`src/rtl/fspm_pkg.sv`:
```
// Shared definitions for the flash self-programming controller.
// Assumes: control register bit positions are fixed by software.
package fspm_pkg;
    localparam int CB_EN    = 0;
    localparam int CB_ERASE = 1;
    localparam int CB_WRITE = 2;
    localparam int CB_LOCK  = 3;
    localparam int CB_RWWRE = 4;
    localparam int CB_SIG   = 5;
    localparam int CB_BUSY  = 6;
    localparam int CB_IE    = 7;

    typedef enum logic [2:0] {
        OP_NONE, OP_FILL, OP_ERASE, OP_WRITE, OP_LOCK, OP_RWWRE, OP_SIG
    } op_e;

    // Priority decode of armed command bits {sig, rwwre, lock, write, erase}.
    function automatic op_e pick_op(input logic [4:0] c);
        if (c[0]) return OP_ERASE;
        if (c[1]) return OP_WRITE;
        if (c[2]) return OP_LOCK;
        if (c[3]) return OP_RWWRE;
        if (c[4]) return OP_SIG;
        return OP_FILL;
    endfunction
endpackage

```
`src/rtl/fspm_window.sv`:
```
// Arming window counter. Opens for STORE_WIN edges after an arming write.
// The load window covers the first LOAD_WIN cycles of it.
// Assumes: arm never coincides with an open window.
module fspm_window #(
    parameter int STORE_WIN = 4,
    parameter int LOAD_WIN  = 3
) (
    input  logic clk,
    input  logic rst_n,
    input  logic arm,
    input  logic close,
    output logic st_open,
    output logic ld_open,
    output logic expire
);
    localparam int CW       = $clog2(STORE_WIN + 1);
    localparam int LOAD_MIN = STORE_WIN - LOAD_WIN + 1;

    logic [CW-1:0] win_q;

    // Load, close or count down the window.
    always_ff @(posedge clk) begin
        if (!rst_n)                win_q <= '0;
        else if (arm)              win_q <= CW'(STORE_WIN);
        else if (close)            win_q <= '0;
        else if (win_q != '0)      win_q <= win_q - 1'b1;
    end

    assign st_open = (win_q != '0);
    assign ld_open = (win_q >= CW'(LOAD_MIN));
    assign expire  = (win_q == CW'(1)) && !close;

    a_r2_win_range: assert property (@(posedge clk) disable iff (!rst_n)
        win_q <= CW'(STORE_WIN));
    a_r8_arm_closed: assert property (@(posedge clk) disable iff (!rst_n)
        arm |-> !st_open);
    a_r2_expire_shuts: assert property (@(posedge clk) disable iff (!rst_n)
        expire |=> !st_open);
endmodule

```
`src/rtl/fspm_prog_timer.sv`:
```
// Erase/write backend model: stays busy PROG_CYCLES cycles after start,
// then pulses done for one cycle.
// Assumes: start only while idle; PROG_CYCLES >= 2.
module fspm_prog_timer #(
    parameter int PROG_CYCLES = 16
) (
    input  logic clk,
    input  logic rst_n,
    input  logic start,
    output logic busy,
    output logic finish,
    output logic done
);
    localparam int TW = $clog2(PROG_CYCLES + 1);

    logic [TW-1:0] cnt_q;
    logic          done_q;

    // Down-count the programming time.
    always_ff @(posedge clk) begin
        if (!rst_n)              cnt_q <= '0;
        else if (start)          cnt_q <= TW'(PROG_CYCLES);
        else if (cnt_q != '0)    cnt_q <= cnt_q - 1'b1;
    end

    // Register the completion pulse.
    always_ff @(posedge clk) begin
        if (!rst_n) done_q <= 1'b0;
        else        done_q <= finish;
    end

    assign busy   = (cnt_q != '0);
    assign finish = (cnt_q == TW'(1));
    assign done   = done_q;

    a_r8_one_op: assert property (@(posedge clk) disable iff (!rst_n)
        start |-> !busy);
    a_r5_busy_after_start: assert property (@(posedge clk) disable iff (!rst_n)
        start |=> busy);
    a_r5_done_single: assert property (@(posedge clk) disable iff (!rst_n)
        done |=> !done);
endmodule

```
`src/rtl/fspm_rww.sv`:
```
// Tracks the RWW-section busy flag and the temporary page buffer state.
// Assumes: set_busy and clr_busy are never requested together.
module fspm_rww (
    input  logic clk,
    input  logic rst_n,
    input  logic set_busy,
    input  logic clr_busy,
    input  logic fill,
    input  logic wr_done,
    input  logic abort,
    output logic rww_busy,
    output logic buf_full,
    output logic buf_drop
);
    logic busy_q, full_q, drop_q;

    // RWW busy flag: set by erase/write in the section, cleared on request.
    always_ff @(posedge clk) begin
        if (!rst_n)        busy_q <= 1'b0;
        else if (set_busy) busy_q <= 1'b1;
        else if (clr_busy) busy_q <= 1'b0;
    end

    // Buffer fill state and discard pulse.
    always_ff @(posedge clk) begin
        if (!rst_n) begin
            full_q <= 1'b0;
            drop_q <= 1'b0;
        end else begin
            drop_q <= abort;
            if (fill)                  full_q <= 1'b1;
            else if (wr_done || abort) full_q <= 1'b0;
        end
    end

    assign rww_busy = busy_q;
    assign buf_full = full_q;
    assign buf_drop = drop_q;

    a_r6_set_sticks: assert property (@(posedge clk) disable iff (!rst_n)
        set_busy |=> rww_busy);
    a_r7_clear_works: assert property (@(posedge clk) disable iff (!rst_n)
        (clr_busy && !set_busy) |=> !rww_busy);
    a_r9_drop_empties: assert property (@(posedge clk) disable iff (!rst_n)
        buf_drop |-> !buf_full);
endmodule

```
`src/rtl/fspm_ctrl.sv`:
```
// Flash self-programming command controller top.
// Holds the control register, decodes the armed command on a store strobe,
// muxes special load data, and drives the ready interrupt.
// Assumes: single-cycle strobes, no store and load together, and no
// register write in the same cycle as a strobe.
module fspm_ctrl #(
    parameter int ZW             = 16,
    parameter int PG_OFS         = 7,
    parameter int RWW_PAGE_LIMIT = 448,
    parameter int PROG_CYCLES    = 16,
    parameter int STORE_WIN      = 4,
    parameter int LOAD_WIN       = 3
) (
    input  logic                 clk,
    input  logic                 rst_n,
    input  logic                 reg_we,
    input  logic [7:0]           reg_wdata,
    output logic [7:0]           reg_rdata,
    input  logic                 gie,
    input  logic                 st_strobe,
    input  logic                 ld_strobe,
    input  logic [ZW-1:0]        zptr,
    input  logic [7:0]           r0_data,
    input  logic [7:0]           sig_data,
    input  logic [7:0]           fuse_data,
    output logic                 ld_special,
    output logic [7:0]           ld_data,
    output logic                 rww_busy,
    output logic                 prog_busy,
    output logic                 prog_write,
    output logic [ZW-PG_OFS-1:0] prog_page,
    output logic                 prog_done,
    output logic [7:0]           lock_bits,
    output logic                 buf_full,
    output logic                 buf_drop,
    output logic                 irq
);
    import fspm_pkg::*;

    localparam int PG_W = ZW - PG_OFS;
    localparam logic [PG_W-1:0] RWW_LIM = PG_W'(RWW_PAGE_LIMIT);

    logic       ie_q, en_q;
    logic [4:0] cmd_q;          // {sig, rwwre, lock, write, erase}
    logic [7:0] lock_q;
    logic       wr_q;
    logic [PG_W-1:0] page_q;

    logic st_open, ld_open, expire;
    logic store_hit, close, imm_done, start, finish;
    logic set_busy, clr_busy, abort, arm;
    logic [PG_W-1:0] page;
    op_e  op;

    assign arm       = reg_we && reg_wdata[CB_EN] && !en_q;
    assign store_hit = st_strobe && st_open;
    assign op        = store_hit ? pick_op(cmd_q) : OP_NONE;
    assign close     = store_hit && (op != OP_SIG);
    assign imm_done  = (op == OP_FILL) || (op == OP_LOCK) || (op == OP_RWWRE);
    assign start     = (op == OP_ERASE) || (op == OP_WRITE);
    assign page      = zptr[ZW-1:PG_OFS];
    assign set_busy  = start && (page < RWW_LIM);
    assign clr_busy  = (op == OP_RWWRE) || (op == OP_FILL);
    assign abort     = reg_we && reg_wdata[CB_RWWRE] && !en_q && buf_full;

    fspm_window #(.STORE_WIN(STORE_WIN), .LOAD_WIN(LOAD_WIN)) u_win (
        .clk(clk), .rst_n(rst_n), .arm(arm), .close(close),
        .st_open(st_open), .ld_open(ld_open), .expire(expire)
    );

    fspm_prog_timer #(.PROG_CYCLES(PROG_CYCLES)) u_tmr (
        .clk(clk), .rst_n(rst_n), .start(start),
        .busy(prog_busy), .finish(finish), .done(prog_done)
    );

    fspm_rww u_rww (
        .clk(clk), .rst_n(rst_n), .set_busy(set_busy), .clr_busy(clr_busy),
        .fill(op == OP_FILL), .wr_done(finish && wr_q), .abort(abort),
        .rww_busy(rww_busy), .buf_full(buf_full), .buf_drop(buf_drop)
    );

    // Control register: arm, then clear on expiry, instant commands or finish.
    always_ff @(posedge clk) begin
        if (!rst_n) begin
            ie_q  <= 1'b0;
            en_q  <= 1'b0;
            cmd_q <= '0;
        end else begin
            if (reg_we) ie_q <= reg_wdata[CB_IE];
            if (arm) begin
                en_q  <= 1'b1;
                cmd_q <= reg_wdata[CB_SIG:CB_ERASE];
            end else if (expire || imm_done || finish) begin
                en_q  <= 1'b0;
                cmd_q <= '0;
            end
        end
    end

    // Lock bits: programming can only clear bits.
    always_ff @(posedge clk) begin
        if (!rst_n)              lock_q <= 8'hFF;
        else if (op == OP_LOCK)  lock_q <= lock_q & r0_data;
    end

    // Latch the kind and page of the running backend operation.
    always_ff @(posedge clk) begin
        if (!rst_n) begin
            wr_q   <= 1'b0;
            page_q <= '0;
        end else if (start) begin
            wr_q   <= (op == OP_WRITE);
            page_q <= page;
        end
    end

    // Special load data: lock/fuse under lock set, else signature.
    always_comb begin
        ld_special = ld_strobe && ld_open && (cmd_q[2] || cmd_q[4]);
        if (!ld_special)  ld_data = 8'h00;
        else if (cmd_q[2]) ld_data = zptr[0] ? fuse_data : lock_q;
        else              ld_data = sig_data;
    end

    assign reg_rdata  = {ie_q, rww_busy, cmd_q, en_q};
    assign lock_bits  = lock_q;
    assign prog_write = wr_q;
    assign prog_page  = page_q;
    assign irq        = ie_q && gie && !en_q;

    a_r2_expire_clears: assert property (@(posedge clk) disable iff (!rst_n)
        expire |=> !en_q);
    a_r5_en_held: assert property (@(posedge clk) disable iff (!rst_n)
        prog_busy |-> en_q);
    a_r3_special_needs_strobe: assert property (@(posedge clk) disable iff (!rst_n)
        ld_special |-> ld_strobe);
    a_r2_strobes_apart: assert property (@(posedge clk) disable iff (!rst_n)
        !(st_strobe && ld_strobe));
    a_r11_lock_only_clears: assert property (@(posedge clk) disable iff (!rst_n)
        (op == OP_LOCK) |=> ((lock_bits & ~$past(lock_bits)) == 8'h00));
endmodule

```
`config.mk`:
```
export PLATFORM = sky130hd
export DESIGN_NAME = fspm_ctrl
export DESIGN_NICKNAME = d
export VERILOG_FILES = /design/src/rtl/fspm_pkg.sv /design/src/rtl/fspm_window.sv /design/src/rtl/fspm_prog_timer.sv /design/src/rtl/fspm_rww.sv /design/src/rtl/fspm_ctrl.sv
export SDC_FILE = /design/constraint.sdc
export NUM_CORES = 1
export LEC_CHECK = 0
export BUFFER_PORTS_ARGS = -buffer_cell sky130_fd_sc_hd__buf_2
export CELL_PAD_IN_SITES_DETAIL_PLACEMENT = 1
export CELL_PAD_IN_SITES_GLOBAL_PLACEMENT = 2
export CORE_ASPECT_RATIO = 0.8
export CORE_MARGIN = 4
export CORE_UTILIZATION = 26
export DETAILED_ROUTE_END_ITERATION = 12
export PLACE_DENSITY_LB_ADDON = 0.1
export SYNTH_ARGS = -nofsm -noshare
export SYNTH_HDL_FRONTEND = slang
export SYNTH_SLANG_ARGS = --single-unit
```
`constraint.sdc`:
```
create_clock -name clk -period 4.1 [get_ports clk]
set_input_delay 0.82 -clock clk [delete_from_list [all_inputs] [get_ports clk]]
set_output_delay 0.82 -clock clk [all_outputs]
set_load 0.05 [all_outputs]
```
==> results of run 1 <==
[per-layer routing]
metal  global-route usage  part of all wire
met4               0.0283            0.0055
met1                0.164              0.46
met2                0.204              0.47
met5                    0                 0
met3               0.0441             0.064
[layout by cell type (no fill, tap or decap), types with 2 or more instances in the layout]
master / synthesis / layout
nand2_1: 17 / 17
clkbuf_8: 0 / 6
nor3_1: 2 / 2
a31o_2: 3 / 3
a32o_1: 2 / 2
a21oi_1: 3 / 3
buf_2: 1 / 87
inv_1: 8 / 8
nand3_1: 5 / 5
dfxtp_1: 37 / 37
nand2b_1: 2 / 2
ha_1: 7 / 7
a22o_1: 3 / 3
o21ai_0: 9 / 9
nor2_1: 29 / 29
a211oi_1: 10 / 10
xnor2_1: 4 / 4
or3_1: 3 / 3
mux2i_1: 19 / 19
and3_1: 4 / 4
[area by class of cell]
class	count	share of cell area
Clock buffer	7	0.0374
Inverter	8	0.0130
Multi-Input combinational cell	135	0.394
Sequential cell	37	0.321
Tap cell	84	0.0456
Timing Repair Buffer	87	0.189
[where the power goes]
| part | total, mW | switching [mW] | internal [mW] |
|---|---|---|---|
| sequential | 0.467 | 0.0535 | 0.414 |
| clock | 0.255 | 0.122 | 0.133 |
| combinational | 0.515 | 0.335 | 0.179 |
[synthesized netlist by cell type, types with 2 or more instances]
library cell   n  share of area
a32o_1         2          0.011
o21ai_0        9          0.026
a22o_1         3          0.015
buf_6          2          0.013
nand2_1       17          0.036
ha_1           7          0.050
nor3_1         2         0.0057
buf_4          5          0.021
clkbuf_1       4         0.0085
inv_1          8          0.017
or3_1          3          0.011
a211oi_1      10          0.043
nand2b_1       2         0.0071
a31o_2         3          0.015
nand3_1        5          0.014
dfxtp_1       37           0.42
mux2i_1       19           0.11
a21oi_1        3         0.0085
and3_1         4          0.014
nor2_1        29          0.062
xnor2_1        4          0.020
[worst min-delay path, cell delays in order, from the launching register on]
cell     delay, ns
dfxtp_1       0.32
o21ai_0       0.07
nand2_1       0.05
[kinds of logic after synthesis]
| kind of cell | share of synthesized area |
|---|---|
| xor+xnor | 0.0199 |
| simple gates | 0.185 |
| mux | 0.108 |
| flops | 0.420 |
| buf+inv | 0.0645 |
| compound gates | 0.153 |
| fa+ha+maj | 0.0496 |
[worst paths after layout]
path	startpoint	end	slack, ns	cells past startpoint
min	lock_bits[2]$_SDFFE_PN1N_	lock_bits[2]$_SDFFE_PN1N_	0.48	2
max reg2reg	u_win.win_q[0]$_SDFFE_PP0N_	u_rww.rww_busy$_SDFFE_PN0P_	1.69	6
min reg2reg	lock_bits[2]$_SDFFE_PN1N_	lock_bits[2]$_SDFFE_PN1N_	0.48	2
max	cmd_q[2]$_SDFFE_PN0P_	ld_data[4]	1.02	3
[through the flow]
step	worst slack (ns)	area, um2
finish	1.02	2310
CTS	0.946	2310
global route	0.742	2310
floorplan	0.735	1760
detailed placement	1.28	2220
global placement	1.30	2220
[sequential cells by signal, summed over array words and instances, names as in the netlist, 3 cells and up]
register     flops
lock_bits        8
u_tmr.cnt_q      5
u_win.win_q      3
prog_page        9
cmd_q            5
==> qor.yml, run 1 <==
coreArea_um2: 6470
drt-wirelength-per-cell_um: 14.3
wl_um: 5120
crit_fanout: 22
p_per_area_nw_per_um2: 536
rsz0062_at_grt: "no"
clockBufferDepth: 2
fin_cells: 358
postSynth.asyncResetShare: 0
cp_slowest_cell: "dfxtp_1"
gp_congestion: 0.703
viasPerCell: 4.61
dp_hpwl_um: 4000
min_period_over_period: 0.752
clockRootBuffer: "clkbuf_8"
cts_tree: "yes"
path_buf_inv: 1
clk_pin_slew_ns: 0.07
tightest_slew_ns: 0.825
syn_area_per_cell_um2: 9.14
grt_usage: 0.127
drive_above_1_share: 0.365
synth.distinct_cells: 36
initial_core_util: 0.273
n_fill_cell: 805
cts_setup_buffers: 0
yosysWarnings: 0
rows: 26
antenna_found_initial: 0
grt_pass1_vias: 1643
cts_buffers: 5
die_h_um: 81.7
fin_nets: 335
grt_overflow: 0
ys_ff_latch: 37
synth_flop_cell: "dfxtp_1"
io_buffers: 87
syn_area_um2: 1760
synthCells: 193
dieArea_um2: 8180
htreeDepth: 2
leakage_nw: 1.17
critPathCaptureType: "output port"
drcViolationCount: 0
synthesis.nets: 254
ios: 95
clock_skew_ns: 0.00887
hold_violations: 0
max_stage_delay_ns: 0.86
hold_buffers: 0
cts.repair.resized: 0
grt_max_degree: 23
grt_pass1_wl_um: 8200
multi_input_area_um2: 910
diodes: 0
clock-sinks: 37
fin_tns_setup_ns: 0
outcome: "finished clean"
vdd_drop_max_v: 0.000222
worstSetupPathType: "reg -> out"
fmax_mhz: 324
post-route-util: 0.356
first_pass_iters: 4
final_antenna_net_count: 0
dp.cells: 351
setup_viol: 0
yosysSeqAreaShare: 0.420
finalPower_mw: 1.24
fin_hold_ws_ns: 0.483
slew-limit-headroom: 0.448
crit_required_ns: 3.28
hp-class: "reg -> reg"
clock_latency_ns: 0.28
die_w_um: 100
cp_cell_sequence: "o211ai_1 > a211oi_1 > buf_2"
drtIter0Drc: 31
regArea_um2: 741
cap_violations: 0
synth_edf_count: 0
min_period_ns: 3.08
worstPathArrival_ns: 2.26
syn2layout_area_growth_pct: 30.8
cp_top_family: "flip-flops"
worstSetupStartpointType: "flip-flop"
finalMaxSlewViolations: 0
vias: 1652
Power figures use the tool's default switching activity.
==> inputs of run 2 (changes only) <==
CORE_UTILIZATION = 22   (was 26)
clock period = 2.5 ns   (was 4.1 ns; I/O delays follow)
==> qor.yml, run 2 (synthesis results as in run 1) <==
outcome: "finished clean"
die_w_um: 108
worstSetupStartpointType: "flip-flop"
clockBufferDepth: 2
crit_required_ns: 2.00
tightest_slew_ns: 0.336
clock-sinks: 37
drive_above_1_share: 0.380
regArea_um2: 741
fmax_mhz: 423
hold_violations: 0
drt-wirelength-per-cell_um: 14.1
antenna_found_initial: 0
rows: 28
cts_tree: "yes"
place_area_um2: 2280
cap_violations: 0
grt-busiest-layer: "met2"
grt_usage: 0.117
die_h_um: 88.1
ios: 95
cts.repair.resized: 0
dp_hpwl_um: 4210
layout_common_cells: "87 x buf_2, 37 x dfxtp_1, 29 x nor2_1"
slew-limit-headroom: 0.775
coreArea_um2: 7600
grt_max_degree: 22
vias: 1671
critPathCaptureType: "output port"
hold_buffers: 0
fin_nets: 340
crit_fanout: 9
wl_um: 5410
drcViolationCount: 0
multi_input_area_um2: 915
viasPerCell: 4.35
min_path_cells: 2
grt_use_met1: 0.157
final_antenna_net_count: 0
first_pass_iters: 4
htreeDepth: 2
syn2layout_area_growth_pct: 35.4
grt_pass1_vias: 1763
place_ws_ns: 0.285
leakage_nw: 1.20
largest_reg_flops: 9
min_period_over_period: 0.945
grtUsageMet2: 0.184
reg2reg_depth: 8
final_common_cell: "buf_2"
n_fill_cell: 949
clock_latency_ns: 0.28
hp-class: "in -> reg"
diodes: 0
rsz0062_at_grt: "no"
io_buffers: 87
p_per_area_nw_per_um2: 866
dieArea_um2: 9520
grt_overflow: 0
clock_skew_ns: 0.00439
cts_buffers: 5
grtUsageMet3: 0.0332
stdcell_area_um2: 2390
vdd_drop_max_v: 0.000250
clk_pin_slew_ns: 0.07
worst_slack_ns: 0.139
finalMaxSlewViolations: 0
initial_core_util: 0.232
worstPathArrival_ns: 1.86
clockRootBuffer: "clkbuf_8"
setup_viol: 0
gp_congestion: 0.686
min_period_ns: 2.36
grt_pass1_wl_um: 8810
drtIter0Drc: 62
worstSetupPathType: "reg -> out"
[run 2: cell types whose count changed in the layout (fill, tap and decap cells not counted)]
cell      delta
buf_4        +4
a211oi_1     -1
a211oi_2     +1
buf_12       +1
[run 2: through the flow]
| step | setup TNS, ns | cells | power, mW | utilization | hold slack [ns] |
|---|---|---|---|---|---|
| floorplan | -3.12 | 193 | 1.47 | - | 0.483 |
| global placement | 0 | 376 | 1.66 | 0.300 | 0.469 |
| detailed placement | 0 | 376 | 1.66 | 0.300 | 0.475 |
| CTS | 0 | 384 | 2.11 | 0.314 | 0.411 |
| global route | 0 | 384 | 2.23 | 0.314 | 0.420 |
| finish | 0 | 384 | 2.07 | 0.314 | 0.420 |
[run 2: report_power, final]
part	total, mW	internal, mW	switching (mW)
clock network	0.422	0.219	0.203
logic	0.889	0.319	0.570
registers	0.758	0.679	0.0788
total	2.07	1.22	0.852
[run 2: final cells by class]
type                            instances  share of cell area
Inverter                                8              0.0126
Multi-Input combinational cell        135               0.383
Clock buffer                            7              0.0361
Timing Repair Buffer                   92               0.203
Sequential cell                        37               0.310
Tap cell                              105              0.0550
[run 2: final timing paths]
path | start | end | slack [ns]
setup reg to reg | u_win.win_q[0]$_SDFFE_PP0N_ | u_rww.rww_busy$_SDFFE_PN0P_ | 0.65
hold reg to reg | lock_bits[3]$_SDFFE_PN1N_ | lock_bits[3]$_SDFFE_PN1N_ | 0.48
setup / recovery | u_win.win_q[0]$_SDFFE_PP0N_ | ld_data[4] | 0.14
hold / removal | reg_wdata[5] | cmd_q[4]$_SDFFE_PN0P_ | 0.42
[run 2: routing by layer]
metal / vias up / wire, um
met3: 6 / 308
met5: - / 0
met1: 776 / 2630
met4: 0 / 63
met2: 48 / 2410
li1: 841 / -
[run 2: repair_timing]
action,CTS,global route
setup endpoints to repair,8,0
buffers inserted,1,0
hold endpoints to repair,0,0
[run 2: critical path: stages, from the launching register on]
cell      delay [ns]
dfxtp_1         0.37
inv_1           0.09
ha_1            0.19
or3_1           0.32
o211ai_1        0.16
buf_12          0.17
a211oi_1        0.04
buf_2           0.23
